## config.mk

```make
export PLATFORM = sky130hd
export DESIGN_NAME = gpio_bank
export DESIGN_NICKNAME = d
export VERILOG_FILES = /design/src/rtl/gpio_pkg.sv /design/src/rtl/gpio_pin_cfg.sv /design/src/rtl/gpio_event.sv /design/src/rtl/gpio_bank.sv
export SDC_FILE = /design/constraint.sdc
export NUM_CORES = 1
export LEC_CHECK = 0
export BUFFER_PORTS_ARGS = -buffer_cell sky130_fd_sc_hd__buf_2
export CELL_PAD_IN_SITES_DETAIL_PLACEMENT = 0
export CELL_PAD_IN_SITES_GLOBAL_PLACEMENT = 1
export CORE_ASPECT_RATIO = 1.4
export CORE_MARGIN = 2
export CORE_UTILIZATION = 43
export DETAILED_ROUTE_END_ITERATION = 16
export PLACE_DENSITY_LB_ADDON = 0.1
export SYNTH_ARGS = -nofsm -noshare
export SYNTH_HDL_FRONTEND = slang
export SYNTH_SLANG_ARGS = --single-unit
```

## constraint.sdc

```tcl
create_clock -name clk -period 2.05 [get_ports clk]
set_input_delay 0.205 -clock clk [delete_from_list [all_inputs] [get_ports clk]]
set_output_delay 0.205 -clock clk [all_outputs]
set_load 0.05 [all_outputs]
```

## src/rtl/gpio_pkg.sv

```systemverilog
package gpio_pkg;

    typedef struct packed {
        logic rsvd;
        logic deb;
        logic pol;
        logic etype;
        logic lock;
        logic pu;
        logic ptype;
        logic oe;
    } cfg_t;

endpackage

```

## src/rtl/gpio_pin_cfg.sv

```systemverilog
module gpio_pin_cfg
    import gpio_pkg::*;
#(
    parameter bit         EVENT_CAP = 1'b1,
    parameter logic [7:0] RESET_VAL = 8'h44
) (
    input  logic       clk,
    input  logic       rst_n,
    input  logic       cfg_we,
    input  logic       dat_we,
    input  logic [7:0] wdata,
    output cfg_t       cfg,
    output logic       dout
);

    typedef struct packed {
        cfg_t cfg;
        logic dout;
    } pin_st_t;

    pin_st_t st_d, st_q;
    logic    unused_rsvd;

    assign unused_rsvd = wdata[7];

    always_comb begin
        st_d = st_q;
        if (cfg_we) begin
            if (!st_q.cfg.lock) begin
                st_d.cfg.oe    = wdata[0];
                st_d.cfg.ptype = wdata[1];
                st_d.cfg.pu    = wdata[2];
            end
            st_d.cfg.lock = st_q.cfg.lock | wdata[3];
            if (EVENT_CAP) begin
                st_d.cfg.etype = wdata[4];
                st_d.cfg.pol   = wdata[5];
                st_d.cfg.deb   = wdata[6];
            end
        end
        if (dat_we && !st_q.cfg.lock) begin
            st_d.dout = wdata[0];
        end
        st_d.cfg.rsvd = 1'b0;
    end

    always_ff @(posedge clk or negedge rst_n) begin
        if (!rst_n) begin
            st_q.cfg  <= cfg_t'(RESET_VAL & 8'h7F);
            st_q.dout <= 1'b0;
        end else begin
            st_q <= st_d;
        end
    end

    assign cfg  = st_q.cfg;
    assign dout = st_q.dout;

endmodule

```

## src/rtl/gpio_event.sv

```systemverilog
module gpio_event #(
    parameter bit EVENT_CAP       = 1'b1,
    parameter int DEBOUNCE_CYCLES = 4
) (
    input  logic clk,
    input  logic rst_n,
    input  logic pad_in,
    input  logic etype,
    input  logic pol,
    input  logic deb,
    input  logic clr,
    output logic sync_in,
    output logic status,
    output logic irq
);

    localparam int CW = $clog2(DEBOUNCE_CYCLES + 1);
    localparam logic [CW-1:0] CNT_LAST = CW'(DEBOUNCE_CYCLES - 1);

    typedef struct packed {
        logic [1:0]    sync;
        logic          filt;
        logic [CW-1:0] cnt;
        logic          status;
    } ev_st_t;

    ev_st_t st_d, st_q;
    logic   set_evt;

    always_comb begin
        st_d      = st_q;
        st_d.sync = {st_q.sync[0], pad_in};
        if (!deb) begin
            st_d.filt = st_q.sync[1];
            st_d.cnt  = '0;
        end else if (st_q.sync[1] != st_q.filt) begin
            if (st_q.cnt == CNT_LAST) begin
                st_d.filt = st_q.sync[1];
                st_d.cnt  = '0;
            end else begin
                st_d.cnt = st_q.cnt + 1'b1;
            end
        end else begin
            st_d.cnt = '0;
        end
        set_evt     = EVENT_CAP && !etype && (st_d.filt != st_q.filt) && (st_d.filt == pol);
        st_d.status = (st_q.status & ~clr) | set_evt;
    end

    always_ff @(posedge clk or negedge rst_n) begin
        if (!rst_n) begin
            st_q <= '0;
        end else begin
            st_q <= st_d;
        end
    end

    assign sync_in = st_q.sync[1];
    assign status  = st_q.status;
    assign irq     = EVENT_CAP && (etype ? (st_q.filt == pol) : st_q.status);

endmodule

```

## src/rtl/gpio_bank.sv

```systemverilog
module gpio_bank
    import gpio_pkg::*;
#(
    parameter int NUM_PORTS       = 4,
    parameter int PINS_PER_PORT   = 4,
    parameter int EVENT_PORTS     = 2,
    parameter int SPECIAL_PIN     = 14,
    parameter int DEBOUNCE_CYCLES = 4,
    localparam int NUM_PINS       = NUM_PORTS * PINS_PER_PORT,
    localparam int PIN_W          = $clog2(NUM_PINS)
) (
    input  logic                clk,
    input  logic                rst_n,
    input  logic [1:0]          bus_addr,
    input  logic [7:0]          bus_wdata,
    input  logic                bus_wr,
    output logic [7:0]          bus_rdata,
    input  logic [NUM_PINS-1:0] pad_in,
    output logic [NUM_PINS-1:0] pad_out,
    output logic [NUM_PINS-1:0] pad_oe,
    output logic [NUM_PINS-1:0] pad_pu,
    output logic [NUM_PINS-1:0] pad_od,
    output logic [NUM_PINS-1:0] evt_irq
);

    localparam logic [1:0] A_SEL  = 2'd0;
    localparam logic [1:0] A_CFG  = 2'd1;
    localparam logic [1:0] A_DATA = 2'd2;
    localparam logic [1:0] A_STAT = 2'd3;

    typedef struct packed {
        logic [PIN_W-1:0] sel;
    } bank_st_t;

    bank_st_t st_d, st_q;

    cfg_t                pin_cfg [NUM_PINS];
    logic [NUM_PINS-1:0] pin_dout;
    logic [NUM_PINS-1:0] pin_sync;
    logic [NUM_PINS-1:0] pin_stat;
    logic [NUM_PINS-1:0] lock_vec;

    always_comb begin
        st_d = st_q;
        if (bus_wr && bus_addr == A_SEL) begin
            st_d.sel = bus_wdata[PIN_W-1:0];
        end
    end

    always_ff @(posedge clk or negedge rst_n) begin
        if (!rst_n) begin
            st_q <= '0;
        end else begin
            st_q <= st_d;
        end
    end

    for (genvar i = 0; i < NUM_PINS; i++) begin : g_pin
        localparam bit EVC = ((i / PINS_PER_PORT) < EVENT_PORTS);
        localparam logic [7:0] RV = (i == SPECIAL_PIN) ? 8'h00 : (EVC ? 8'h44 : 8'h04);

        logic hit;
        assign hit = (st_q.sel == PIN_W'(i));

        gpio_pin_cfg #(
            .EVENT_CAP (EVC),
            .RESET_VAL (RV)
        ) u_cfg (
            .clk    (clk),
            .rst_n  (rst_n),
            .cfg_we (bus_wr && hit && bus_addr == A_CFG),
            .dat_we (bus_wr && hit && bus_addr == A_DATA),
            .wdata  (bus_wdata),
            .cfg    (pin_cfg[i]),
            .dout   (pin_dout[i])
        );

        gpio_event #(
            .EVENT_CAP       (EVC),
            .DEBOUNCE_CYCLES (DEBOUNCE_CYCLES)
        ) u_evt (
            .clk     (clk),
            .rst_n   (rst_n),
            .pad_in  (pad_in[i]),
            .etype   (pin_cfg[i].etype),
            .pol     (pin_cfg[i].pol),
            .deb     (pin_cfg[i].deb),
            .clr     (bus_wr && hit && bus_addr == A_STAT && bus_wdata[0]),
            .sync_in (pin_sync[i]),
            .status  (pin_stat[i]),
            .irq     (evt_irq[i])
        );

        assign lock_vec[i] = pin_cfg[i].lock;
        assign pad_od[i]   = ~pin_cfg[i].ptype;
        assign pad_pu[i]   = pin_cfg[i].pu;
        assign pad_out[i]  = pin_cfg[i].ptype & pin_dout[i];
        assign pad_oe[i]   = pin_cfg[i].oe & (pin_cfg[i].ptype | ~pin_dout[i]);
    end

    always_comb begin
        case (bus_addr)
            A_SEL:   bus_rdata = 8'(st_q.sel);
            A_CFG:   bus_rdata = pin_cfg[st_q.sel];
            A_DATA:  bus_rdata = {6'b0, pin_sync[st_q.sel], pin_dout[st_q.sel]};
            default: bus_rdata = {7'b0, pin_stat[st_q.sel]};
        endcase
    end

endmodule

```

# Word level (Yosys, flattened, before mapping)
# Cells that the tools add are included.
# totals
mem_bits_rw,0
latch_bits,0
wordCells,587
input_bits,29
reg_bits,188
mem_count,0
mem_bits_ro,0
out_inout_bits,88
# classes
reduce_logical,155
n_lt_le_gt_ge,2
multipliers,0
shifts,0
n_eq_ne,58
n_bitwise,153
n_mux,58
n_addsub,8
div_mod_pow,0
# op_table
op,count
logical AND 1 bit,113
inverter 1 bit,64
bitwise AND 1 bit,48
two-way mux 3 bit,16
OR 1 bit,40
binary-select mux 8 bit (select 4 bit),1
== test 4 bit (second input constant),8
two-way mux 4 bit,8
AND reduction 2 bit,16
two-way mux 1 bit,27
adder 3 x 1 -> 3 bit (second input constant),8
== test 3 x 2 -> 1 bit (second input constant),8
logical NOT 1 bit,24
case mux 8 bit (3 select lines),1
== test 1 bit,16
== test 4 x 3 -> 1 bit (second input constant),4
two-way mux 8 bit,2
!= test 1 bit,16
binary-select mux 1 bit (select 4 bit),3
== test 4 x 2 -> 1 bit (second input constant),2
>= comparator 5 bit (second input constant),1
less-than comparator 4 x 5 -> 1 bit (second input constant),1
inverter 4 -> 5 bit,1
== test 2 bit (second input constant),2
4 further kinds,4

# Depth between registers and ports, before layout
# Gate-level depths: netlist of the first run.
# depth
ltp_word,8
mapped_depth,8
depth_no_buf,5

# By module
# From an unflattened synthesis of the first run, not the netlist that was laid out.
# unflattened
hier_cells,803
area_unflattened_um2,10274.9
# modules_own_cells
module,n_inst,area_each_um2,cells_each,seq_area_each_um2
gpio_pin_cfg (g_pin[0].u_cfg ...),8,329.1,20,202.7
gpio_bank,1,2296.0,267,100.1
gpio_event (g_pin[1].u_evt ...),7,320.3,24,175.2
gpio_pin_cfg (g_pin[10].u_cfg ...),7,247.7,17,126.4
gpio_event (g_pin[10].u_evt ...),8,100.1,6,75.1
gpio_event (g_pin[0].u_evt),1,322.8,24,175.2
gpio_pin_cfg (g_pin[14].u_cfg),1,246.5,17,125.1

# Worst setup path after synthesis of the first run
# OpenSTA, ideal clock, no wires.
# synth_timing
path_type,register to output
start,register st_q[1] (netlist name)
end,output port bus_rdata[2]
t_required_ns,1.845
path_buffers,4
path_slack_ns,-0.679
stages_incl_launch_ff,8
arrival_time_ns,2.524
path_cell_list,dfrtp_1 > buf_6 > buf_12 > buf_4 > buf_2 > mux4_2 > mux2i_1 > a311oi_1
# synth_between
elab_chain_cells,5
# synth_lines
item,line_no,source
"start, declared",gpio_bank.sv:35,"bank_st_t st_d, st_q;"
"start signal, assigned",gpio_bank.sv:54,st_q <= st_d;
inverter 4 -> 5 bit (not written as such),gpio_bank.sv:104,A_CFG: bus_rdata = pin_cfg[st_q.sel];
binary-select mux 8 bit (select 4 bit),gpio_bank.sv:104,
two-way mux 8 bit (not written as such) (2 in a row),gpio_bank.sv:104,
case mux 8 bit (3 select lines),gpio_bank.sv:102,case (bus_addr)
"end, declared",gpio_bank.sv:17,"output logic [7:0] bus_rdata,"
# Every way passes these cells. The select of a mux whose other input is x is not followed.

# Worst setup path after layout of the first run
# layout_timing
start,register st_q[1] (netlist name)
end,output port bus_rdata[0]
# layout_between
elab_chain_cells,5
word_cells_on_any_way,9
cone_classes,mux (8); bitwise (1)
# layout_lines
item,line_no
inverter 4 -> 5 bit (not written as such),gpio_bank.sv:104
binary-select mux 8 bit (select 4 bit),gpio_bank.sv:104
two-way mux 8 bit (not written as such) (2 in a row),gpio_bank.sv:104
case mux 8 bit (3 select lines) (*),gpio_bank.sv:102
# Every way passes the cells marked *; elsewhere a longest branch is shown, timed or not. The select of a mux whose other input is x is not followed.

==> out/summary.md, run 1 <==
The buffer levels on the longest clock path is 2. Cell family with the largest share of critical-path delay: multiplexers. The most frequently used flop master after synthesis was dfrtp_1. The total track usage is 0.219, and the x dimension of the die is 126 um. Critical register-to-register path endpoint: g_pin[10].u_cfg.cfg[0]$_DFFE_PN0P_. In the final design database the tool counted 913 nets. In this run the critical register-to-register path is launched from st_q[0]$_DFFE_PN0P_.

The worst setup path is captured at an output port. The relative slew slack came out at 0.563. The combined buffer and inverter count along the critical path came out at 2.

The die is 175 um tall. In this run the worst path has a maximum fanout of 5. For this block, the initial DRC count from the detailed router was 258. In the post-synthesis netlist, the cell with the most instances is dfrtp_1. 117 I/O pins were placed. The number of buffers created by CTS is 17. The post-synthesis area per instance is 13.1 um^2.

On the worst path, the slowest cell contributes a delay of 0.49 ns. The tools report the final-layout fill cell count as 1753. The layout overhead on the synthesized area is 28.0%, and the share of post-route cells with drive strength above 1 is 0.508. The tools report the final cell count without fillers as 1145. In the routed design, unresolved DRC markers number 0. Across the run, the number of max-cap violations was 0.

For this run, the detailed router's first-pass iteration total came to 5. In this run the remaining antenna-violating nets after routing total 0. At the worst endpoint, the required time is 1.85 ns. Summed over all cells, the static leakage comes to 5.25 nW.

Along the worst hold path, the cell count comes to 2. The clock arrives with 0.0115 ns of skew. Type of origin of the critical path: a flop. The via count of the first global-routing pass came out at 6381.

The worst-margin pin slew was 0.653 ns; the total count of max-transition violations in the final report was 0. The top cell type's share of synthesized area works out to 0.457. The later-pin clock latency in the skew report came out at 0.43 ns. Largest area contributor in the synthesized netlist: dfrtp_1. The repair_antennas step left the layout with diodes totalling 0. After clock tree synthesis, the clock-pin slew on the worst setup and hold paths is 0.08 ns. In the synthesized netlist, the cells that appear most often are dfrtp_1, mux2_2, nor3_1.

The overall overflow remaining after global route was 0; the cell count after placement was 1080. The peak supply drop is 611 uV, and the total power of the final layout is 13.6 mW. Input and output buffers added on the ports amount to 106. The run finished, with violations left. Ranked by total cell area, the synthesized netlist is headed by dfrtp_1, mux2_2, mux4_2. Counting flops and latches in the post-synthesis netlist gives 188.

Detailed placement ended at an HPWL of 17.7 mm. The number of cells on the worst reg-to-reg path is 10. The floorplan step defined a die boundary enclosing 0.0222 mm^2. The slack of the critical path was -0.584 ns; the core region area was 0.0206 mm^2.

The power density over the cells came out at 1170 mW/mm^2. Subtracting the final worst setup slack from the clock period gives 2.63 ns. The final clock period utilization by the worst path is 1.28. The root buffer cell chosen for the clock tree is clkbuf_16. The logs give 0 for the initial antenna violation count and 687 for the synthesized instance count. The tools report the global-route wire length before repair as 37.0 mm. Dividing the detail-routed wire length by the instance count gives 20.7 um. The initial standard-cell utilization of the core came out at 0.439. Routability-driven placement finished with a final weighted congestion of 0.903. The worst min-delay path class was input pin to flop. The endpoint arrival time on the critical path was 2.43 ns; the total wirelength of the detailed-routed design was 23.7 mm. For the share of synthesized area occupied by flip-flops and latches, the log shows 0.524.

Counting flops with a built-in enable in the synthesized netlist gives 0. Total via count in the routed design: 6125. The checks that failed: setup timing. TritonCTS built the clock tree. Entering global routing, the biggest net connects 65 pins. The mapped netlist covers 0.00903 mm^2. The Yosys step of the flow raised 0 warnings.

The critical path in this run is classified as flop to output port. Derived from the worst setup path, the maximum achievable clock frequency is 380 MHz. For the number of distinct library cells after synthesis, the log shows 48. For hold timing, the worst endpoint is g_pin[5].u_cfg.cfg[3]$_DFFE_PN0P_. The ratio of routed vias to standard cells came out at 5.35. The number of setup violations in the final report came out at 12.

The startpoint identified for the worst hold timing path is bus_wdata[3]. The final number of hold-violating endpoints was 0. For flop-to-flop paths, the worst setup slack is -0.02 ns. The slowest stage of the critical path belongs to the cell mux4_2.

The floorplan has 62 rows. Setup repair after global routing could not meet its margin everywhere. The critical path goes through buf_6, mux2i_1, mux4_2, mux4_2, a2bb2oi_4, buf_6. The H-tree was split into 4 levels. The share of flip-flops with an asynchronous set or reset works out to 1.00. The number of sinks driven by the clock tree came out at 188.
## timing repair
action	CTS	global route
hold buffers	17	0
hold endpoints to repair	92	0
resized for setup	40	80
buffers inserted	8	9
cloned	1	0
setup endpoints to repair	58	46
pin swaps	6	7
## registers in the layout, indices dropped and copies added (netlist names)
signal               cells
g_pin.u_evt.sync_in     16
g_pin.u_evt.status      16
g_pin.u_cfg.dout        16
g_pin.u_cfg.cfg         88
g_pin.u_evt.st_d        16
st_q                     4
g_pin.u_evt.st_q        32
## area by class of cell
class,count,area [um^2],area share
well taps,256,320,0.0277
clock buffers,18,439,0.0380
inverters,25,93.8,0.00812
repair buffers,222,1670,0.144
flip-flops and latches,188,4740,0.410
multi-input cells,422,4150,0.359
clock inverters,14,149,0.0129
## layout by cell type (no fill, tap or decap), types with 9 or more instances in the layout
cell	count
nor3_1	27
o21ai_0	19
mux4_2	33
mux2i_1	9
inv_1	25
dlygate4sd3_1	17
nand3b_1	13
conb_1	9
buf_2	98
buf_6	23
clkbuf_16	17
nor3_2	13
buf_4	72
mux2_2	92
nand2b_1	9
nand2_1	29
dfstp_2	23
mux2_4	17
xnor2_1	14
nor3b_1	9
and2_1	16
a21boi_0	16
dfrtp_1	163
## metrics by stage
| stage | hold WS [ns] | area (um^2) | worst slack, ns | TNS, ns | util |
|---|---|---|---|---|---|
| after floorplan | -0.0906 | 9100 | -0.229 | -0.454 | - |
| after global placement | 0.104 | 10200 | -0.208 | -3.63 | 0.497 |
| after detailed placement | 0.103 | 10200 | -0.252 | -5.08 | 0.497 |
| after CTS | 0.161 | 11200 | -0.614 | -2.85 | 0.544 |
| after global routing | 0.161 | 11600 | -0.624 | -3.70 | 0.562 |
| final | 0.165 | 11600 | -0.584 | -2.75 | 0.562 |
## cells by family after synthesis
kind of cell               Yosys count  synth area share
adders and majority gates            8            0.0111
DFF                                188             0.524
xor gates and xnor gates            16            0.0155
and+or+nand+nor                    158            0.0952
AOI/OAI and AO/OA                   75            0.0574
other                                1          0.000415
buffers and inverters               85            0.0563
muxes                              156             0.240
## report_power, final
group          total (mW)  internal (mW)  leakage, nW  switching, mW
combinational        4.86           2.10         2.63           2.75
clock                3.33           1.76        0.283           1.57
sequential           5.37           4.53         2.34          0.838
## metal layers
| layer | track usage | part of all wire |
|---|---|---|
| met4 | 0.0696 | 0.022 |
| met2 | 0.394 | 0.54 |
| met1 | 0.270 | 0.41 |
| met3 | 0.0320 | 0.028 |
| met5 | 0 | 0 |
## worst max path at each step
stage	from	end	slack, ns	depth (start not counted)
after floorplan	st_q[1]$_DFFE_PN0P_	bus_rdata[2]	-0.23	7
after global placement	st_q[1]$_DFFE_PN0P_	bus_rdata[1]	-0.21	6
after detailed placement	st_q[1]$_DFFE_PN0P_	bus_rdata[1]	-0.25	6
after CTS	st_q[1]$_DFFE_PN0P_	bus_rdata[0]	-0.61	6
after global routing	st_q[1]$_DFFE_PN0P_	bus_rdata[0]	-0.62	6
final	st_q[1]$_DFFE_PN0P_	bus_rdata[0]	-0.58	6
(Power assumes the default switching activity.)
==> run 2, diff against run 1 <==
- CORE_UTILIZATION: 43 -> 28
- SETUP_SLACK_MARGIN: not set -> 0.3
==> run 2 against run 1 <==
Clock power decreased by 5%. Largest cell class unchanged. Critical path type unchanged. Combinational power increased by 10%. The run still ends with setup timing left. Register-to-register slack got worse by 0.27 ns. Highest routed layer is now met5.
==> out/summary.md, run 2 (synthesis results as in run 1) <==
The tools report the total track usage as 0.167. The worst setup path is of the flop to output port kind. The largest registers in the layout are g_pin.u_cfg.cfg: 88 flops, g_pin.u_evt.st_q: 32 flops. The worst slack at placement was -0.278 ns. The power density over the cells is 1120 mW/mm^2, and the buffer levels on the longest clock path is 2. The first-pass iteration count of the detailed router is 4, and the via count of the first global-routing pass is 6845. Subtracting the final worst setup slack from the clock period gives 2.66 ns. From bottom edge to top edge, the die measures 216 um.

The completed layout was analyzed and its total power is 14.0 mW. The peak clock frequency supported by timing was 376 MHz; the final weighted congestion in routability-driven placement was 0.757. The final reports fail on setup timing. STA classifies the critical path startpoint as a flop. The die covers 0.0337 mm^2. g_pin.u_cfg.cfg holds more flip-flops than any other register. Share of post-route cells with drive strength above 1: 0.561. For the level count of the clock H-tree, the log shows 4.

Summed over all nets, wire length on met3 after detailed routing comes to 724 um. The layout overhead on the synthesized area was 37.9%; the largest net degree at the start of global routing was 51. Counting the fill cells in the layout gives 2986. The initial antenna violation count was 1. The min-delay analysis places its worst path in the category input pin to flop. The routed length on met1 is 11.2 mm.

Wire segments on met2 add up to 14.5 mm in the final route. The clock net in this run drives a total of 188 sinks. The final number of hold-violating endpoints is 0. The net count of the finished layout was 937. The run gives 1.85 ns as the required time of the critical path.

The run gives 0.285 as the initial standard-cell utilization of the core. The number of buffers added on ports was 106; the overall overflow remaining after global route was 0. The cell leakage power came out at 5.54 nW.

The slack of the critical path was -0.606 ns; the number of setup violations in the final report was 37. The count of unresolved DRC violations after routing is 0. The detailed router placed 6292 vias in this run. The total wirelength of the detailed-routed design came out at 27.0 mm. The highest net fanout along the worst path is 3, and the relative slew slack is 0.605.

Number of max-cap violations: 0. Most common cell after layout, fill and taps aside: dfrtp_1. At the pin with the least slew margin, the transition time is 0.592 ns.

Setup repair after global routing could not meet its margin everywhere. The buffer type at the clock tree root was clkbuf_16. The count of routing violations after the opening detailed-route iteration was 227; the total half-perimeter wirelength after legalization and detailed placement was 19.8 mm. The run gives 77 as the row count. The count of boundary I/O pins is 117, and the later-pin clock latency in the skew report is 0.45 ns. The top layer reached by signal wires is met5. The die is 156 um wide. Average routed wire per standard cell: 20.6 um.

Clock transition time at the flip-flop clock pins of the worst setup and hold paths: 0.07 ns. The total inserted antenna cells is 0. The run finished, with violations left.

The aggregate negative setup slack was -7.77 ns. The worst clock skew on the final layout was 0.00853 ns. The tools report the total count of max-transition violations in the final report as 0.

The core region area was 0.0317 mm^2; the number of nets still failing antenna checks after routing was 0. The critical path capture point type was an output port. TritonCTS built the clock tree. The flip-flop count of the largest register after layout came out at 88.

The run gives 2.45 ns as the endpoint arrival time on the critical path. The first global-routing pass estimated 41.7 mm of wire. Across the VDD grid, the largest voltage drop is 499 uV. The ratio of routed vias to standard cells works out to 4.81. The top cell types in the final layout, fill and taps aside, are dfrtp_1, buf_2, buf_4. Buffers inserted during clock tree synthesis total 17.

Final clock period utilization by the worst path: 1.30.
==> run 2: critical path, cell delays in order (launching register included) <==
cell,delay [ns]
dfrtp_2,0.41
buf_4,0.16
mux2i_1,0.13
mux4_2,0.49
mux4_2,0.49
a2bb2oi_4,0.15
buf_6,0.17
==> run 2: worst paths after layout <==
kind,cells after the start,slack (ns),startpoint,to
worst max-delay path,6,-0.61,st_q[1]$_DFFE_PN0P_,bus_rdata[0]
worst min-delay path,2,0.16,bus_wdata[3],g_pin[6].u_cfg.cfg[3]$_DFFE_PN0P_
worst max register to register,11,-0.29,st_q[3]$_DFFE_PN0P_,g_pin[0].u_cfg.dout$_DFFE_PN0P_
worst min register to register,0,0.34,g_pin[11].u_evt.st_d[6]$_DFF_PN0_,g_pin[11].u_evt.sync_in$_DFF_PN0_
max in group asynchronous,3,1.00,rst_n,g_pin[0].u_cfg.cfg[6]$_DFFE_PN1P_
min in group asynchronous,2,0.29,rst_n,g_pin[10].u_cfg.cfg[1]$_DFFE_PN0P_
==> run 2: area by class of cell <==
cell class	count	area, um^2	share of cell area
flip-flops and latches	188	4750	0.382
multi-input cells	422	4590	0.369
repair buffers	246	1970	0.159
well taps	395	494	0.0397
clock buffers	22	454	0.0365
clock inverters	10	93.8	0.00754
inverters	25	93.8	0.00754
==> run 2: where the power goes <==
part           switching, mW  total (mW)  internal, mW
sequential             0.931        5.48          4.55
clock                   1.47        3.17          1.70
combinational           2.92        5.35          2.43
==> run 2: layer usage <==
| layer | global-route usage | vias to the layer above |
|---|---|---|
| met3 | 0.0274 | 33 |
| met1 | 0.199 | 3262 |
| met4 | 0.0596 | 2 |
| met5 | 0 | - |
| met2 | 0.301 | 114 |
| li1 | - | 2881 |
==> run 2: stage by stage <==
stage                     cells   util  hold WS, ns  area [um^2]
after CTS                  1287  0.379        0.125        12000
after floorplan             695      -      -0.0906         9340
final                      1308  0.393        0.158        12500
after global placement     1218  0.335        0.214        10600
after detailed placement   1218  0.335        0.217        10600
after global routing       1308  0.393        0.145        12500
==> run 2: repair_timing <==
action | 4_1_cts | 5_1_grt
pin swaps | 14 | 19
buffers inserted | 20 | 21
gates cloned | 0 | 0
resized for setup | 136 | 70
setup endpoints to repair | 108 | 114
hold buffers | 17 | 0
hold endpoints to repair | 53 | 0
